`src/rtl/sram_ctrl_pkg.sv`:
```
package sram_ctrl_pkg;

    typedef enum logic [2:0] {
        ST_IDLE,
        ST_WRITE,
        ST_WREC,
        ST_READ,
        ST_TURN
    } ctrl_state_e;

    // Whole clock cycles covering a nanosecond figure, never less than one.
    function automatic int ns_to_cyc(input int ns, input int clk_ns);
        int c;
        c = (ns + clk_ns - 1) / clk_ns;
        return (c < 1) ? 1 : c;
    endfunction

    function automatic int imax(input int a, input int b);
        return (a > b) ? a : b;
    endfunction

endpackage

```
`src/rtl/sram_ctrl_cnt.sv`:
```
module sram_ctrl_cnt #(
    parameter int CNT_W = 4
) (
    input  logic             clk,
    input  logic             rst_n,
    input  logic             load,
    input  logic [CNT_W-1:0] load_val,
    output logic             done
);
    logic [CNT_W-1:0] cnt_d, cnt_q;

    always_comb begin
        cnt_d = cnt_q;
        if (load)
            cnt_d = load_val;
        else if (cnt_q != '0)
            cnt_d = cnt_q - 1'b1;
    end

    always_ff @(posedge clk or negedge rst_n) begin
        if (!rst_n) cnt_q <= '0;
        else        cnt_q <= cnt_d;
    end

    assign done = (cnt_q == '0);
endmodule

```
`src/rtl/sram_ctrl_lane_dec.sv`:
```
module sram_ctrl_lane_dec #(
    parameter int LANES = 4
) (
    input  logic             wr_sel,
    input  logic             rd_sel,
    input  logic [LANES-1:0] mask,
    output logic [LANES-1:0] ce_n
);
    for (genvar g = 0; g < LANES; g++) begin : g_lane
        assign ce_n[g] = ~(rd_sel | (wr_sel & mask[g]));
    end
endmodule

```
`src/rtl/sram_ctrl.sv`:
```
module sram_ctrl
    import sram_ctrl_pkg::*;
#(
    parameter int ADDR_W   = 17,
    parameter int DATA_W   = 32,
    parameter int LANES    = DATA_W / 8,
    parameter int CLK_NS   = 20,
    parameter int T_WC_NS  = 12,
    parameter int T_WP_NS  = 8,
    parameter int T_CW_NS  = 8,
    parameter int T_AW_NS  = 8,
    parameter int T_DW_NS  = 6,
    parameter int T_AA_NS  = 12,
    parameter int T_OE_NS  = 6,
    parameter int T_OHZ_NS = 6
) (
    input  logic              clk,
    input  logic              rst_n,
    input  logic              req_valid,
    output logic              req_ready,
    input  logic              req_write,
    input  logic [ADDR_W-1:0] req_addr,
    input  logic [DATA_W-1:0] req_wdata,
    input  logic [LANES-1:0]  req_be,
    output logic              rsp_valid,
    output logic [DATA_W-1:0] rsp_rdata,
    output logic [ADDR_W-1:0] mem_addr,
    output logic [LANES-1:0]  mem_ce_n,
    output logic              mem_oe_n,
    output logic              mem_we_n,
    output logic [DATA_W-1:0] mem_dq_out,
    output logic              mem_dq_oe,
    input  logic [DATA_W-1:0] mem_dq_in
);
    localparam int WP_CYC  = imax(imax(ns_to_cyc(T_WP_NS, CLK_NS), ns_to_cyc(T_DW_NS, CLK_NS)),
                                  imax(ns_to_cyc(T_CW_NS, CLK_NS), ns_to_cyc(T_AW_NS, CLK_NS)));
    localparam int WC_CYC  = ns_to_cyc(T_WC_NS, CLK_NS);
    localparam int REC_CYC = imax(1, WC_CYC - WP_CYC);
    localparam int RD_CYC  = imax(ns_to_cyc(T_AA_NS, CLK_NS), ns_to_cyc(T_OE_NS, CLK_NS));
    localparam int TA_CYC  = ns_to_cyc(T_OHZ_NS, CLK_NS);
    localparam int MAX_CYC = imax(imax(WP_CYC, REC_CYC), imax(RD_CYC, TA_CYC));
    localparam int CNT_W   = $clog2(MAX_CYC + 1);

    typedef struct packed {
        ctrl_state_e       state;
        logic [ADDR_W-1:0] addr;
        logic [DATA_W-1:0] wdata;
        logic [LANES-1:0]  ce_n;
        logic              oe_n;
        logic              we_n;
        logic              dq_oe;
        logic [DATA_W-1:0] rdata;
        logic              rsp_valid;
    } ctrl_reg_t;

    ctrl_reg_t        r_d, r_q;
    logic             cnt_load;
    logic [CNT_W-1:0] cnt_val;
    logic             cnt_done;
    logic             sel_wr, sel_rd;
    logic [LANES-1:0] lane_ce_n;

    sram_ctrl_cnt #(.CNT_W(CNT_W)) u_cnt (
        .clk      (clk),
        .rst_n    (rst_n),
        .load     (cnt_load),
        .load_val (cnt_val),
        .done     (cnt_done)
    );

    sram_ctrl_lane_dec #(.LANES(LANES)) u_lane_dec (
        .wr_sel (sel_wr),
        .rd_sel (sel_rd),
        .mask   (req_be),
        .ce_n   (lane_ce_n)
    );

    assign req_ready = (r_q.state == ST_IDLE);
    assign sel_wr    = req_ready & req_valid & req_write;
    assign sel_rd    = req_ready & req_valid & ~req_write;

    always_comb begin
        r_d           = r_q;
        r_d.rsp_valid = 1'b0;
        cnt_load      = 1'b0;
        cnt_val       = '0;
        case (r_q.state)
            ST_IDLE: begin
                if (req_valid) begin
                    r_d.addr  = req_addr;
                    r_d.wdata = req_wdata;
                    r_d.ce_n  = lane_ce_n;
                    cnt_load  = 1'b1;
                    if (req_write) begin
                        r_d.state = ST_WRITE;
                        r_d.we_n  = 1'b0;
                        r_d.oe_n  = 1'b1;
                        r_d.dq_oe = 1'b1;
                        cnt_val   = CNT_W'(WP_CYC - 1);
                    end else begin
                        r_d.state = ST_READ;
                        r_d.oe_n  = 1'b0;
                        r_d.we_n  = 1'b1;
                        r_d.dq_oe = 1'b0;
                        cnt_val   = CNT_W'(RD_CYC - 1);
                    end
                end
            end
            ST_WRITE: begin
                if (cnt_done) begin
                    r_d.state = ST_WREC;
                    r_d.ce_n  = '1;
                    r_d.we_n  = 1'b1;
                    cnt_load  = 1'b1;
                    cnt_val   = CNT_W'(REC_CYC - 1);
                end
            end
            ST_WREC: begin
                if (cnt_done) begin
                    r_d.state = ST_IDLE;
                    r_d.dq_oe = 1'b0;
                end
            end
            ST_READ: begin
                if (cnt_done) begin
                    r_d.state     = ST_TURN;
                    r_d.rdata     = mem_dq_in;
                    r_d.rsp_valid = 1'b1;
                    r_d.ce_n      = '1;
                    r_d.oe_n      = 1'b1;
                    cnt_load      = 1'b1;
                    cnt_val       = CNT_W'(TA_CYC - 1);
                end
            end
            ST_TURN: begin
                if (cnt_done) r_d.state = ST_IDLE;
            end
            default: r_d.state = ST_IDLE;
        endcase
    end

    always_ff @(posedge clk or negedge rst_n) begin
        if (!rst_n) begin
            r_q.state     <= ST_IDLE;
            r_q.addr      <= '0;
            r_q.wdata     <= '0;
            r_q.ce_n      <= '1;
            r_q.oe_n      <= 1'b1;
            r_q.we_n      <= 1'b1;
            r_q.dq_oe     <= 1'b0;
            r_q.rdata     <= '0;
            r_q.rsp_valid <= 1'b0;
        end else begin
            r_q <= r_d;
        end
    end

    assign rsp_valid  = r_q.rsp_valid;
    assign rsp_rdata  = r_q.rdata;
    assign mem_addr   = r_q.addr;
    assign mem_ce_n   = r_q.ce_n;
    assign mem_oe_n   = r_q.oe_n;
    assign mem_we_n   = r_q.we_n;
    assign mem_dq_out = r_q.wdata;
    assign mem_dq_oe  = r_q.dq_oe;
endmodule

```
`config.mk`:
```
export PLATFORM = sky130hd
export DESIGN_NAME = sram_ctrl
export DESIGN_NICKNAME = d
export VERILOG_FILES = /design/src/rtl/sram_ctrl_pkg.sv /design/src/rtl/sram_ctrl_cnt.sv /design/src/rtl/sram_ctrl_lane_dec.sv /design/src/rtl/sram_ctrl.sv
export SDC_FILE = /design/constraint.sdc
export NUM_CORES = 1
export LEC_CHECK = 0
export ABC_AREA = 1
export BUFFER_PORTS_ARGS = -buffer_cell sky130_fd_sc_hd__buf_2
export CAP_MARGIN = 20
export CORE_MARGIN = 5
export CORE_UTILIZATION = 37
export DETAILED_ROUTE_END_ITERATION = 10
export GPL_ROUTABILITY_DRIVEN = 0
export PLACE_DENSITY = 0.68
export SLEW_MARGIN = 0
export SYNTH_ARGS = -nofsm -noshare
export SYNTH_HDL_FRONTEND = slang
export SYNTH_SLANG_ARGS = --single-unit
```
`constraint.sdc`:
```
create_clock -name clk -period 2.5 [get_ports clk]
set_input_delay 0.5 -clock clk [delete_from_list [all_inputs] [get_ports clk]]
set_output_delay 0.5 -clock clk [all_outputs]
set_load 0.005 [all_outputs]
```
; Word level (Yosys, flattened, before mapping)
; Cells that the tools add are included.
; Widths: inputs -> output; s select.
[totals]
ramBits = 0
reg_bits = 93
romBits = 0
mem_count = 0
word_cells = 73
latch_bits = 0
[op_classes]
n_bitwise = 17
n_div = 0
n_shift = 0
mux = 22
magnitude_cmp = 0
n_mul = 0
addsub = 1
reduce_logical = 14
eq_ne = 9
[op_table]
columns = cell, n
row1 = $mux 59, 1
row2 = $mux 3, 4
row3 = $pmux 3 s4, 1
row4 = $pmux 4 s3, 1
row5 = $ne 2x2->1 const B, 5
row6 = $reduce_and 3->1, 3
row7 = $mux 1, 8
row8 = $pmux 1 s2, 4
row9 = $reduce_and 4->1, 2
row10 = $and 1x1->1, 7
row11 = $eq 3x2->1 const B, 2
row12 = $not 1->1, 6
row13 = $reduce_bool 2->1, 3
row14 = $mux 5, 1
row15 = $mux 4, 1
row16 = $or 1x1->1, 4
row17 = $reduce_and 2->1, 2
row18 = $reduce_or 2->1, 2
row19 = $eq 3x1->1 const B, 1
row20 = $eq 3x3->1 const B, 1
row21 = $logic_not 3->1, 1
row22 = $reduce_bool 3->1, 1
row23 = $mux 2, 1
row24 = $sub 1x1->1 const B, 1

; Depth between registers and ports, before layout
; Gate-level depths: netlist (run 1).
[logic_depth]
depth_word = 8
mapped_depth = 8
mapped_depth_nobuf = 7

; Cells and area by module
; From an unflattened synthesis (run 1), not the netlist that was laid out.
[hier_totals]
hier_cells = 512
hier_area_um2 = 4309.1
[modules_own_cells]
columns = module, area_each_um2, cells_per_inst, seq_area_each_um2, instances
row1 = sram_ctrl, 4249.1, 504, 2309.7, 1
row2 = sram_ctrl_cnt, 36.3, 4, 25.0, 1
row3 = sram_ctrl_lane_dec, 23.8, 4, 0.0, 1

; Worst setup path after synthesis (run 1)
; No wires, ideal clock.
[synth_timing]
kind = input-to-reg
from = input port req_valid
to = register r_q (netlist bit mem_addr[0])
n_path_buf = 1
path_slack_ps = 1351
t_arrival_ps = 1033
required_time_ps = 2384
path_stages = 7
path_cell_list = nand2_1 > inv_2 > nand2_2 > inv_2 > buf_4 > nand2_1 > nand2_1
[synth_between]
elab_chain_len = 1
[synth_rtl]
columns = element, line
row1 = "start, declared", sram_ctrl.sv:19  ; input logic req_valid,
row2 = $reduce_and 2->1 (no line), n/a
row3 = "end signal, assigned", sram_ctrl.sv:154  ; r_q <= r_d;
row4 = "end, declared", sram_ctrl.sv:56  ; ctrl_reg_t r_d, r_q;
; No other way between the ends.
; A chain may end at the register's enable or synchronous reset.

; Final worst setup path (run 1)
[layout_timing]
from = register r_q[91] (netlist name)
to = output port req_ready
[layout_between]
elab_chain_len = 1
[layout_rtl]
columns = element, line
row1 = $logic_not 3->1, sram_ctrl.sv:78  ; assign req_ready = (r_q.state == ST_IDLE);
row2 = "end, declared", sram_ctrl.sv:20  ; output logic req_ready,
; No other way between the ends.

==> results of run 1 <==
sequential cells by signal, indices dropped and copies added, names as in the netlist:
| register | count |
|---|---|
| rsp_rdata | 32 |
| mem_addr | 17 |
| mem_we_n | 1 |
| mem_dq_out | 32 |
| rsp_valid | 1 |
| r_q | 3 |
| mem_ce_n | 4 |
| mem_dq_oe | 1 |
| mem_oe_n | 1 |
critical path: stages, from the launching register on:
cell,delay [ns]
dfrtp_1,0.44
nor3_1,0.23
buf_2,0.15
layer usage:
metal | part of all wire (%) | wire length (um) | global-route usage, %
met4 | 1.6 | 146 | 5.20
met1 | 40 | 3690 | 16.7
met5 | 0 | 0 | 0
met3 | 11 | 1010 | 4.82
met2 | 47 | 4310 | 22.3
synth_stat cells:
cell | n | area [sq um]
nand2_1 | 265 | 995
buf_4 | 93 | 698
dfrtp_1 | 86 | 2150
inv_1 | 15 | 56.3
buf_2 | 8 | 40.0
nand3_1 | 7 | 35.0
dfstp_2 | 6 | 158
inv_2 | 5 | 18.8
nand2_2 | 2 | 12.5
nand3b_1 | 1 | 7.51
nor2_2 | 1 | 6.26
nor2_4 | 1 | 11.3
nor3_1 | 1 | 5.00
o21ai_0 | 1 | 5.00
power groups by stage:
stage | Clock, W | Sequential, W | Combinational, W
after floorplan | 0 | 0.00256 | 0.00207
after global placement | 0 | 0.00263 | 0.00211
after detailed placement | 0 | 0.00264 | 0.00217
after CTS | 0.00129 | 0.00264 | 0.00216
after global routing | 0.00136 | 0.00272 | 0.00244
final | 0.00124 | 0.00263 | 0.00210
worst paths after layout:
path / startpoint / endpoint / slack, ns / cells after the start
max in group asynchronous: rst_n / mem_dq_out[4] / 1.68 / 2
min reg2reg: mem_dq_out[6] / mem_dq_out[6] / 0.47 / 2
max: r_q[91] / req_ready / 0.85 / 2
min in group clk: mem_dq_in[22] / rsp_rdata[22] / 0.36 / 3
max reg2reg: r_q[90] / mem_dq_out[5] / 0.98 / 8
min: rst_n / rsp_rdata[17] / 0.17 / 1
layout make-up:
type	count	area (sq um)	area share, %
clock inverters	4	25.0	0.516
well taps	143	179	3.69
multi-input cells	279	1080	22.2
flip-flops and latches	92	2310	47.6
inverters	20	75.1	1.55
repair buffers	182	936	19.3
clock buffers	12	246	5.08
metrics by stage:
| stage | utilization (%) | setup WS, ns |
|---|---|---|
| 2_1_floorplan | - | 1.35 |
| 3_3_place_gp | 40.6 | 0.895 |
| 3_5_place_dp | 40.6 | 0.858 |
| 4_1_cts | 43.0 | 0.813 |
| 5_1_grt | 43.0 | 0.774 |
| 6_report | 43.0 | 0.848 |
logic make-up after synthesis:
| kind of cell | count (synthesis) |
|---|---|
| AND/OR/NAND/NOR | 278 |
| flip-flops | 92 |
| buffers and inverters | 121 |
| AO/OA/AOI/OAI | 1 |
==> impl_metrics.json, run 1 <==
{
  "run_status": "completed",
  "p_sw_share_pct": 35.1,
  "power.sequential.fraction_pct": 44.1,
  "slew_headroom_pct": 59.6,
  "detail_route.wl_per_cell_um": 12.5,
  "ys_ff_latch": 92,
  "end_kind": "primary output",
  "post-cts-setup-buffers": 0,
  "period_share_pct": 66.1,
  "io_buffers": 178,
  "overflow": 0,
  "postCtsHoldBufs": 0,
  "via_per_inst": 4.26,
  "postRouteAntennaNets": 0,
  "cts_resized": 0,
  "vias": 3120,
  "timing.fmax_ghz": 0.605,
  "grt_pass1_wl_um": 14700,
  "row_count": 39,
  "placed_area_sq_um": 4580,
  "syn_area_per_cell_sq_um": 8.54,
  "worstPathMaxFanout": 4,
  "place_inst": 716,
  "tightest_slew_ns": 0.606,
  "grt_use_total_pct": 13.7,
  "root_buffer": "clkbuf_16",
  "dieHeight_um": 117,
  "synthToLayoutAreaGrowth_pct": 15.4,
  "die_x_um": 117,
  "syn_area_sq_um": 4200,
  "fin_skew_ns": 0.00511,
  "muxShareOfSynthArea_pct": 0,
  "final_cells": 732,
  "p_comb_share_pct": 35.2,
  "rsz0062_at_grt": "no",
  "initial_utilization_pct": 37.3,
  "h-tree-depth": 3,
  "synthCells": 492,
  "yosys.cell_types.count": 14,
  "dieArea_sq_um": 13600,
  "path_class": "register to primary output",
  "worst_setup_path_start_kind": "register",
  "fin_nets": 673,
  "vdd_drop_max_mv": 0.487,
  "pwr-share-clk_pct": 20.8,
  "setup_tns_ns": 0,
  "synth_compound_area_share_pct": 0.119,
  "hold_violations": 0,
  "crit_arrival_ns": 1.15,
  "cp.required_ns": 2.00,
  "grt_pass1_vias": 3043,
  "synthXorXnorAreaFrac_pct": 0,
  "ioPinCount": 179,
  "leakagePower_nw": 2.91,
  "layout_commonest_cell": "nand2_1",
  "synthAdderAreaFrac_pct": 0,
  "first_pass_iters": 4,
  "post_route_cells_drive_above_1_share_pct": 35.8,
  "setup_viol": 0,
  "min_period_ns": 1.65,
  "grt_max_degree": 52,
  "power.density_nw_per_um2": 1230,
  "path_clk_slew_ns": 0.06,
  "drv_slew": 0,
  "insertion_delay_ns": 0.33,
  "total_power_w": 0.00596,
  "clock_path_buffers": 2,
  "diodes": 0,
  "hold_class": "input port to async pin",
  "cap_violations": 0,
  "antenna_found_initial": 0,
  "route.detailed.drc": 0,
  "switchingPower_w": 0.00210,
  "p_int_w": 0.00387,
  "drt-total-wl_um": 9150,
  "num-fill-cells": 1147,
  "ys_seq_area_share_pct": 55.0,
  "ys_warn_count": 0,
  "drtIter0Drc": 151,
  "numCtsBuffers": 9,
  "synthSimpleGateAreaFrac_pct": 25.5,
  "fin_area_sq_um": 4850,
  "synth.net_count": 581,
  "cts_tree": "built",
  "hpwl_um": 6730,
  "synth_top_family_by_area": "simple AND/OR/NAND/NOR gates",
  "whs_ns": 0.170,
  "design.core.area_sq_um": 11300,
  "clock-sinks": 92,
  "mostFrequentLayoutCells": "265 x nand2_1, 177 x buf_2, 86 x dfrtp_1, 15 x inv_1, 9 x clkbuf_16"
}
Power figures use the tool's default switching activity.
==> run 2: changes to the inputs <==
--- a/config.mk
+++ b/config.mk
@@ -5,7 +5,7 @@
 export SDC_FILE = /design/constraint.sdc
 export NUM_CORES = 1
 export LEC_CHECK = 0
-export ABC_AREA = 1
+export ABC_AREA = 0
 export BUFFER_PORTS_ARGS = -buffer_cell sky130_fd_sc_hd__buf_2
 export CAP_MARGIN = 20
 export CORE_MARGIN = 5
==> constraint.sdc (replaced) <==
create_clock -name clk -period 1.6 [get_ports clk]
set_input_delay 0.32 -clock clk [delete_from_list [all_inputs] [get_ports clk]]
set_output_delay 0.32 -clock clk [all_outputs]
set_load 0.005 [all_outputs]
==> run 2 against run 1 <==
Compared with the run above:
- sequential share of layout area is 1.3 points lower
- hold slack worse by 0.16 ns
- count of clock-buffer cells in the layout fell by 1
- critical path depth is 2 higher
- register-to-register slack worse by 0.94 ns
- cell count fell by 25%
- via count down 23%
- sequential power increased by 55%
- die area shrank 1.0%
==> impl_metrics.json, run 2 <==
{
  "run_status": "completed",
  "yosysTopAreaCellShare_pct": 51.8,
  "postCtsHoldBufs": 0,
  "insertion_delay_ns": 0.33,
  "design.core.area_sq_um": 10900,
  "postRouteAntennaNets": 0,
  "slowest_stage": "dfrtp_1",
  "diodes": 0,
  "row_count": 38,
  "overflow": 0,
  "synthToLayoutAreaGrowth_pct": 19.9,
  "fin_skew_ns": 0.00705,
  "route.detailed.drc": 0,
  "fin_nets": 491,
  "async_reset_ff_share_pct": 100,
  "crit_arrival_ns": 1.76,
  "syn_area_sq_um": 4150,
  "yosys.cell_types.count": 21,
  "critPathMaxStageDelay_ns": 0.42,
  "hold_violations": 0,
  "total_power_w": 0.00985,
  "synth.area.top_cells": "dfrtp_1 52%, buf_4 16%, mux2_2 13%",
  "syn_area_per_cell_sq_um": 14.0,
  "timing.fmax_ghz": 0.642,
  "drt-total-wl_um": 7880,
  "rsz0062_at_grt": "yes",
  "end_kind": "register",
  "fin_area_sq_um": 4980,
  "cts_tree": "built",
  "synth_edf_count": 0,
  "final_cells": 547,
  "grt_pass1_vias": 2570,
  "power.density_nw_per_um2": 1980,
  "cp_cell_sequence": "nor4b_4 > buf_6 > clkbuf_16 > mux2_2",
  "min_period_ns": 1.56,
  "grt_use_total_pct": 11.6,
  "ioPinCount": 179,
  "synthTopCellsByCount": "86 x buf_4, 86 x dfrtp_1, 47 x mux2_2",
  "cp.required_ns": 1.81,
  "leakagePower_nw": 2.44,
  "grt_pass1_wl_um": 12300,
  "numCtsBuffers": 9,
  "post_route_cells_drive_above_1_share_pct": 64.4,
  "slew_headroom_pct": 67.9,
  "p_int_w": 0.00711,
  "ys_ff_latch": 92,
  "vias": 2406,
  "switchingPower_w": 0.00274,
  "path_class": "register to register",
  "synthCells": 297,
  "root_buffer": "clkbuf_16",
  "hold_class": "input port to async pin",
  "detail_route.wl_per_cell_um": 14.4,
  "worst_setup_path_start_kind": "register",
  "die_x_um": 116,
  "period_share_pct": 97.3,
  "tightest_slew_ns": 0.481,
  "clock-sinks": 92,
  "place_inst": 529,
  "placed_area_sq_um": 4580,
  "ys_seq_area_share_pct": 55.6,
  "p_sw_share_pct": 27.8,
  "antenna_found_initial": 0,
  "power.sequential.fraction_pct": 41.4,
  "path_clk_slew_ns": 0.06,
  "h-tree-depth": 3,
  "setup_viol": 0,
  "synth_top_area_cell": "dfrtp_1",
  "via_per_inst": 4.40,
  "hpwl_um": 5860,
  "io_buffers": 178,
  "layout_commonest_cell": "buf_2",
  "dieHeight_um": 116,
  "initial_utilization_pct": 38.0,
  "drtIter0Drc": 68,
  "drv_slew": 0,
  "first_pass_iters": 3,
  "cap_violations": 0,
  "grt_max_degree": 93,
  "critPathTopFamily": "flip-flops",
  "mostFrequentLayoutCells": "177 x buf_2, 86 x dfrtp_1, 47 x mux2_2, 33 x mux2_1, 10 x clkbuf_16",
  "crit_buf_inv": 2,
  "clock_path_buffers": 2,
  "worstPathMaxFanout": 19,
  "dieArea_sq_um": 13400,
  "vdd_drop_max_mv": 0.851,
  "p_comb_share_pct": 33.5,
  "pwr-share-clk_pct": 25.2,
  "synth_flop_cell": "dfrtp_1",
  "setup_tns_ns": 0,
  "ys_warn_count": 0,
  "synth.net_count": 386
}
==> run 2: cell types whose count changed in the layout (fill, tap and decap cells not counted), moves of 4 or more <==
| cell | change |
|---|---|
| o21a_1 | +4 |
| nand3_1 | -7 |
| o21ai_0 | +5 |
| nand2_1 | -262 |
| inv_1 | -10 |
| mux2_1 | +33 |
| inv_2 | -5 |
| mux2_2 | +47 |
==> run 2: layout make-up <==
| type | count | area [sq um] |
|---|---|---|
| fillers | 997 | 5960 |
| flip-flops and latches | 92 | 2310 |
| multi-input cells | 104 | 1080 |
| well taps | 140 | 175 |
| repair buffers | 189 | 1030 |
| inverters | 6 | 23.8 |
| clock buffers | 11 | 253 |
| clock inverters | 5 | 108 |
==> run 2: what timing repair did <==
item                                   4_1_cts  5_1_grt
pin swaps                                    0        1
endpoints found under the hold margin        0        0
setup endpoints to repair                   17       50
gates resized for setup                      0        6
gates cloned                                 0        1
buffers inserted                             0        1
==> run 2: worst register-to-register path, stage by stage (launching register included) <==
cell and delay [ns]:
dfrtp_1 0.42, nor4b_4 0.30, buf_6 0.16, clkbuf_16 0.19, mux2_2 0.36
==> run 2: path summary, 6_finish.rpt <==
check	startpoint	to	slack, ns	cells past startpoint
max	r_q[91]	mem_addr[0]	0.04	4
min	rst_n	rsp_rdata[14]	0.009	2
max reg2reg	r_q[91]	mem_addr[0]	0.04	4
min reg2reg	mem_we_n	mem_we_n	0.48	2
max in group asynchronous	rst_n	mem_dq_out[4]	1.20	2
min in group clk	req_wdata[1]	mem_dq_out[1]	0.20	2
==> run 2: logic make-up after synthesis <==
kind of cell / share of synthesized area (%)
AO/OA/AOI/OAI: 2.14
buffers and inverters: 18.7
flip-flops: 55.6
multiplexers: 22.2
AND/OR/NAND/NOR: 1.39
==> run 2: layer usage <==
metal | wire, um | up-vias | GRT usage (%)
met4 | 118 | 0 | 5.10
li1 | - | 1124 | -
met1 | 3050 | 1155 | 13.0
met5 | 0 | - | 0
met3 | 1020 | 10 | 5.59
met2 | 3690 | 117 | 18.9
==> run 2: metrics by stage <==
step | util (%) | hold slack, ns | setup WS [ns]
after global routing | 45.5 | 0.0400 | -0.0277
after CTS | 45.1 | 0.0379 | -0.0204
after floorplan | - | 0.0244 | 0.0583
after detailed placement | 41.8 | 0.406 | -0.00504
after global placement | 41.8 | 0.402 | 0.0549
final | 45.5 | 0.00930 | 0.0433
==> run 2: power by group through the flow <==
stage          Clock, W  Sequential, W  Combinational (W)
2_1_floorplan         0        0.00401            0.00323
3_3_place_gp          0        0.00408            0.00321
3_5_place_dp          0        0.00411            0.00333
4_1_cts         0.00257        0.00409            0.00332
5_1_grt         0.00267        0.00424            0.00366
6_report        0.00248        0.00408            0.00330
==> run 3: changes to the inputs <==
==> constraint.sdc (replaced) <==
create_clock -name clk -period 1.55 [get_ports clk]
set_input_delay 0.31 -clock clk [delete_from_list [all_inputs] [get_ports clk]]
set_output_delay 0.31 -clock clk [all_outputs]
set_load 0.005 [all_outputs]
==> run 3 against run 2 <==
Compared with the run above:
- the run now ends with negative setup slack left
- cell count is 2.4% higher
- maximum frequency is 1.7% lower
- non-clock buffer count increased by 13
- critical path depth is 1 higher
- hold slack better by 0.18 ns
- cell area up 5.8%
==> impl_metrics.json, run 3 (synthesized netlist as in run 2, its figures left out) <==
{
  "fin_area_sq_um": 5270,
  "wl_met3_um": 1020,
  "cp.required_ns": 1.77,
  "hold_class": "input port to register",
  "p_sw_share_pct": 28.1,
  "die_x_um": 116,
  "critPathMostFrequentCell": "buf_6",
  "cts_tree": "built",
  "insertion_delay_ns": 0.33,
  "placed_area_sq_um": 4600,
  "first_pass_iters": 3,
  "leakagePower_nw": 2.59,
  "path_class": "register to register",
  "grt_max_degree": 51,
  "tightest_slew_ns": 0.378,
  "m1WireLength_um": 3410,
  "route.detailed.drc": 0,
  "preCtsSetupSlack_ns": -0.0467,
  "hold_violations": 0,
  "layout_commonest_cell": "buf_2",
  "diodes": 0,
  "synthToLayoutAreaGrowth_pct": 26.8,
  "worstPathMaxFanout": 9,
  "total_power_w": 0.0108,
  "drv_slew": 0,
  "mostFrequentLayoutCells": "177 x buf_2, 85 x dfrtp_1, 37 x mux2_2, 23 x mux2_1, 21 x mux2_4",
  "final_cells": 560,
  "end_kind": "register",
  "vias": 2489,
  "post_route_cells_drive_above_1_share_pct": 67.6,
  "grt_pass1_vias": 2673,
  "run_status": "finished with violations",
  "critPathMaxStageDelay_ns": 0.41,
  "h-tree-depth": 3,
  "rsz0062_at_grt": "yes",
  "power.density_nw_per_um2": 2050,
  "timing.fmax_ghz": 0.631,
  "switchingPower_w": 0.00303,
  "wl_met2_um": 4280,
  "place_inst": 531,
  "row_count": 38,
  "drt-total-wl_um": 8830,
  "clock-sinks": 92,
  "dieArea_sq_um": 13400,
  "pwr-share-clk_pct": 23.0,
  "postRouteAntennaNets": 0,
  "worst_slack_ns": -0.0342,
  "slew_headroom_pct": 74.8,
  "grt_use_total_pct": 12.5,
  "antenna_found_initial": 0,
  "root_buffer": "clkbuf_16",
  "drtIter0Drc": 45,
  "top_layer_used": "met4",
  "p_comb_share_pct": 37.7,
  "grt_pass1_wl_um": 13100,
  "detail_route.wl_per_cell_um": 15.8,
  "clock_path_buffers": 2,
  "worst_setup_path_start_kind": "register",
  "fin_skew_ns": 0.00500,
  "cp_cell_sequence": "nor4b_4 > buf_6 > buf_6 > clkbuf_16 > mux2_2",
  "path_clk_slew_ns": 0.06,
  "design.core.area_sq_um": 10900,
  "initial_utilization_pct": 38.0,
  "min_period_ns": 1.58,
  "power.sequential.fraction_pct": 39.3,
  "ioPinCount": 179,
  "crit_arrival_ns": 1.80,
  "via_per_inst": 4.44,
  "period_share_pct": 102,
  "vdd_drop_max_mv": 0.835,
  "dieHeight_um": 116,
  "cap_violations": 0,
  "slowest_stage": "dfrtp_1",
  "violations": "negative setup slack",
  "setup_viol": 20,
  "num-fill-cells": 998,
  "overflow": 0,
  "hpwl_um": 6050,
  "p_int_w": 0.00775,
  "numCtsBuffers": 9,
  "io_buffers": 178,
  "fin_nets": 504
}
[run 3: cell count changes in the layout (fill, tap and decap cells not counted), moves of 2 or more]
cell        before  now
buf_12           2    6
buf_4            6    9
buf_6            2    4
clkbuf_16       10   13
clkbuf_8         2    0
clkinv_4         2    0
clkinvlp_4       0    3
mux2_1          33   23
mux2_2          47   37
mux2_4           1   21
[run 3: worst max-delay path, delay by kind of cell (launching register included)]
| kind | cells | cell delay [ns] |
|---|---|---|
| buf+inv | 3 | 0.44 |
| flops | 1 | 0.41 |
| mux | 1 | 0.33 |
| simple gates | 1 | 0.29 |
[run 3: cell type report]
cell class / count / area [sq um] / area share [%]
Inverter: 6 / 23.8 / 0.451
Clock buffer: 10 / 229 / 4.35
Clock inverter: 6 / 113 / 2.14
Multi-Input combinational cell: 104 / 1160 / 22.0
Timing Repair Buffer: 202 / 1260 / 23.9
Tap cell: 140 / 175 / 3.33
Sequential cell: 92 / 2310 / 43.9
[run 3: final timing paths]
path / to / slack (ns) / from / cells after the start
worst max-delay path: mem_addr[15] / -0.03 / r_q[89] / 5
worst min-delay path: mem_dq_out[14] / 0.19 / req_wdata[14] / 2
worst max register to register: mem_addr[15] / -0.03 / r_q[89] / 5
worst min register to register: mem_dq_out[13] / 0.48 / mem_dq_out[13] / 1
max in group asynchronous: mem_ce_n[2] / 0.74 / rst_n / 3
min in group asynchronous: rsp_rdata[11] / 0.51 / rst_n / 3
[run 3: per-stage QoR]
step / hold slack [ns] / setup TNS, ns / utilization [%]
CTS: 0.174 / -1.25 / 46.2
floorplan: 0.0144 / 0 / -
detailed placement: 0.311 / -1.09 / 42.1
global placement: 0.309 / -0.0000204 / 42.1
global route: 0.182 / -3.77 / 48.2
finish: 0.190 / -0.376 / 48.2
[run 3: what timing repair did]
action                                  4_1_cts  5_1_grt
gates cloned                                  2        4
setup buffers                                 5        1
resized for setup                             4       27
pin swaps                                     1        0
endpoints found under the hold margin        86        0
hold buffers                                  1        0
endpoints found under the setup margin       50       61
[run 3: routing by layer]
layer	GRT usage, %	vias to the layer above
met5	0	-
met4	4.41	0
met3	6.01	9
met2	19.8	116
met1	14.8	1213
li1	-	1151
[run 3: power groups by stage]
stage          clock [W]  combinational (W)  sequential, W
3_5_place_dp           0            0.00342        0.00427
3_3_place_gp           0            0.00332        0.00421
4_1_cts          0.00256            0.00364        0.00424
6_report         0.00248            0.00406        0.00424
5_1_grt          0.00266            0.00445        0.00443
2_1_floorplan          0            0.00334        0.00414
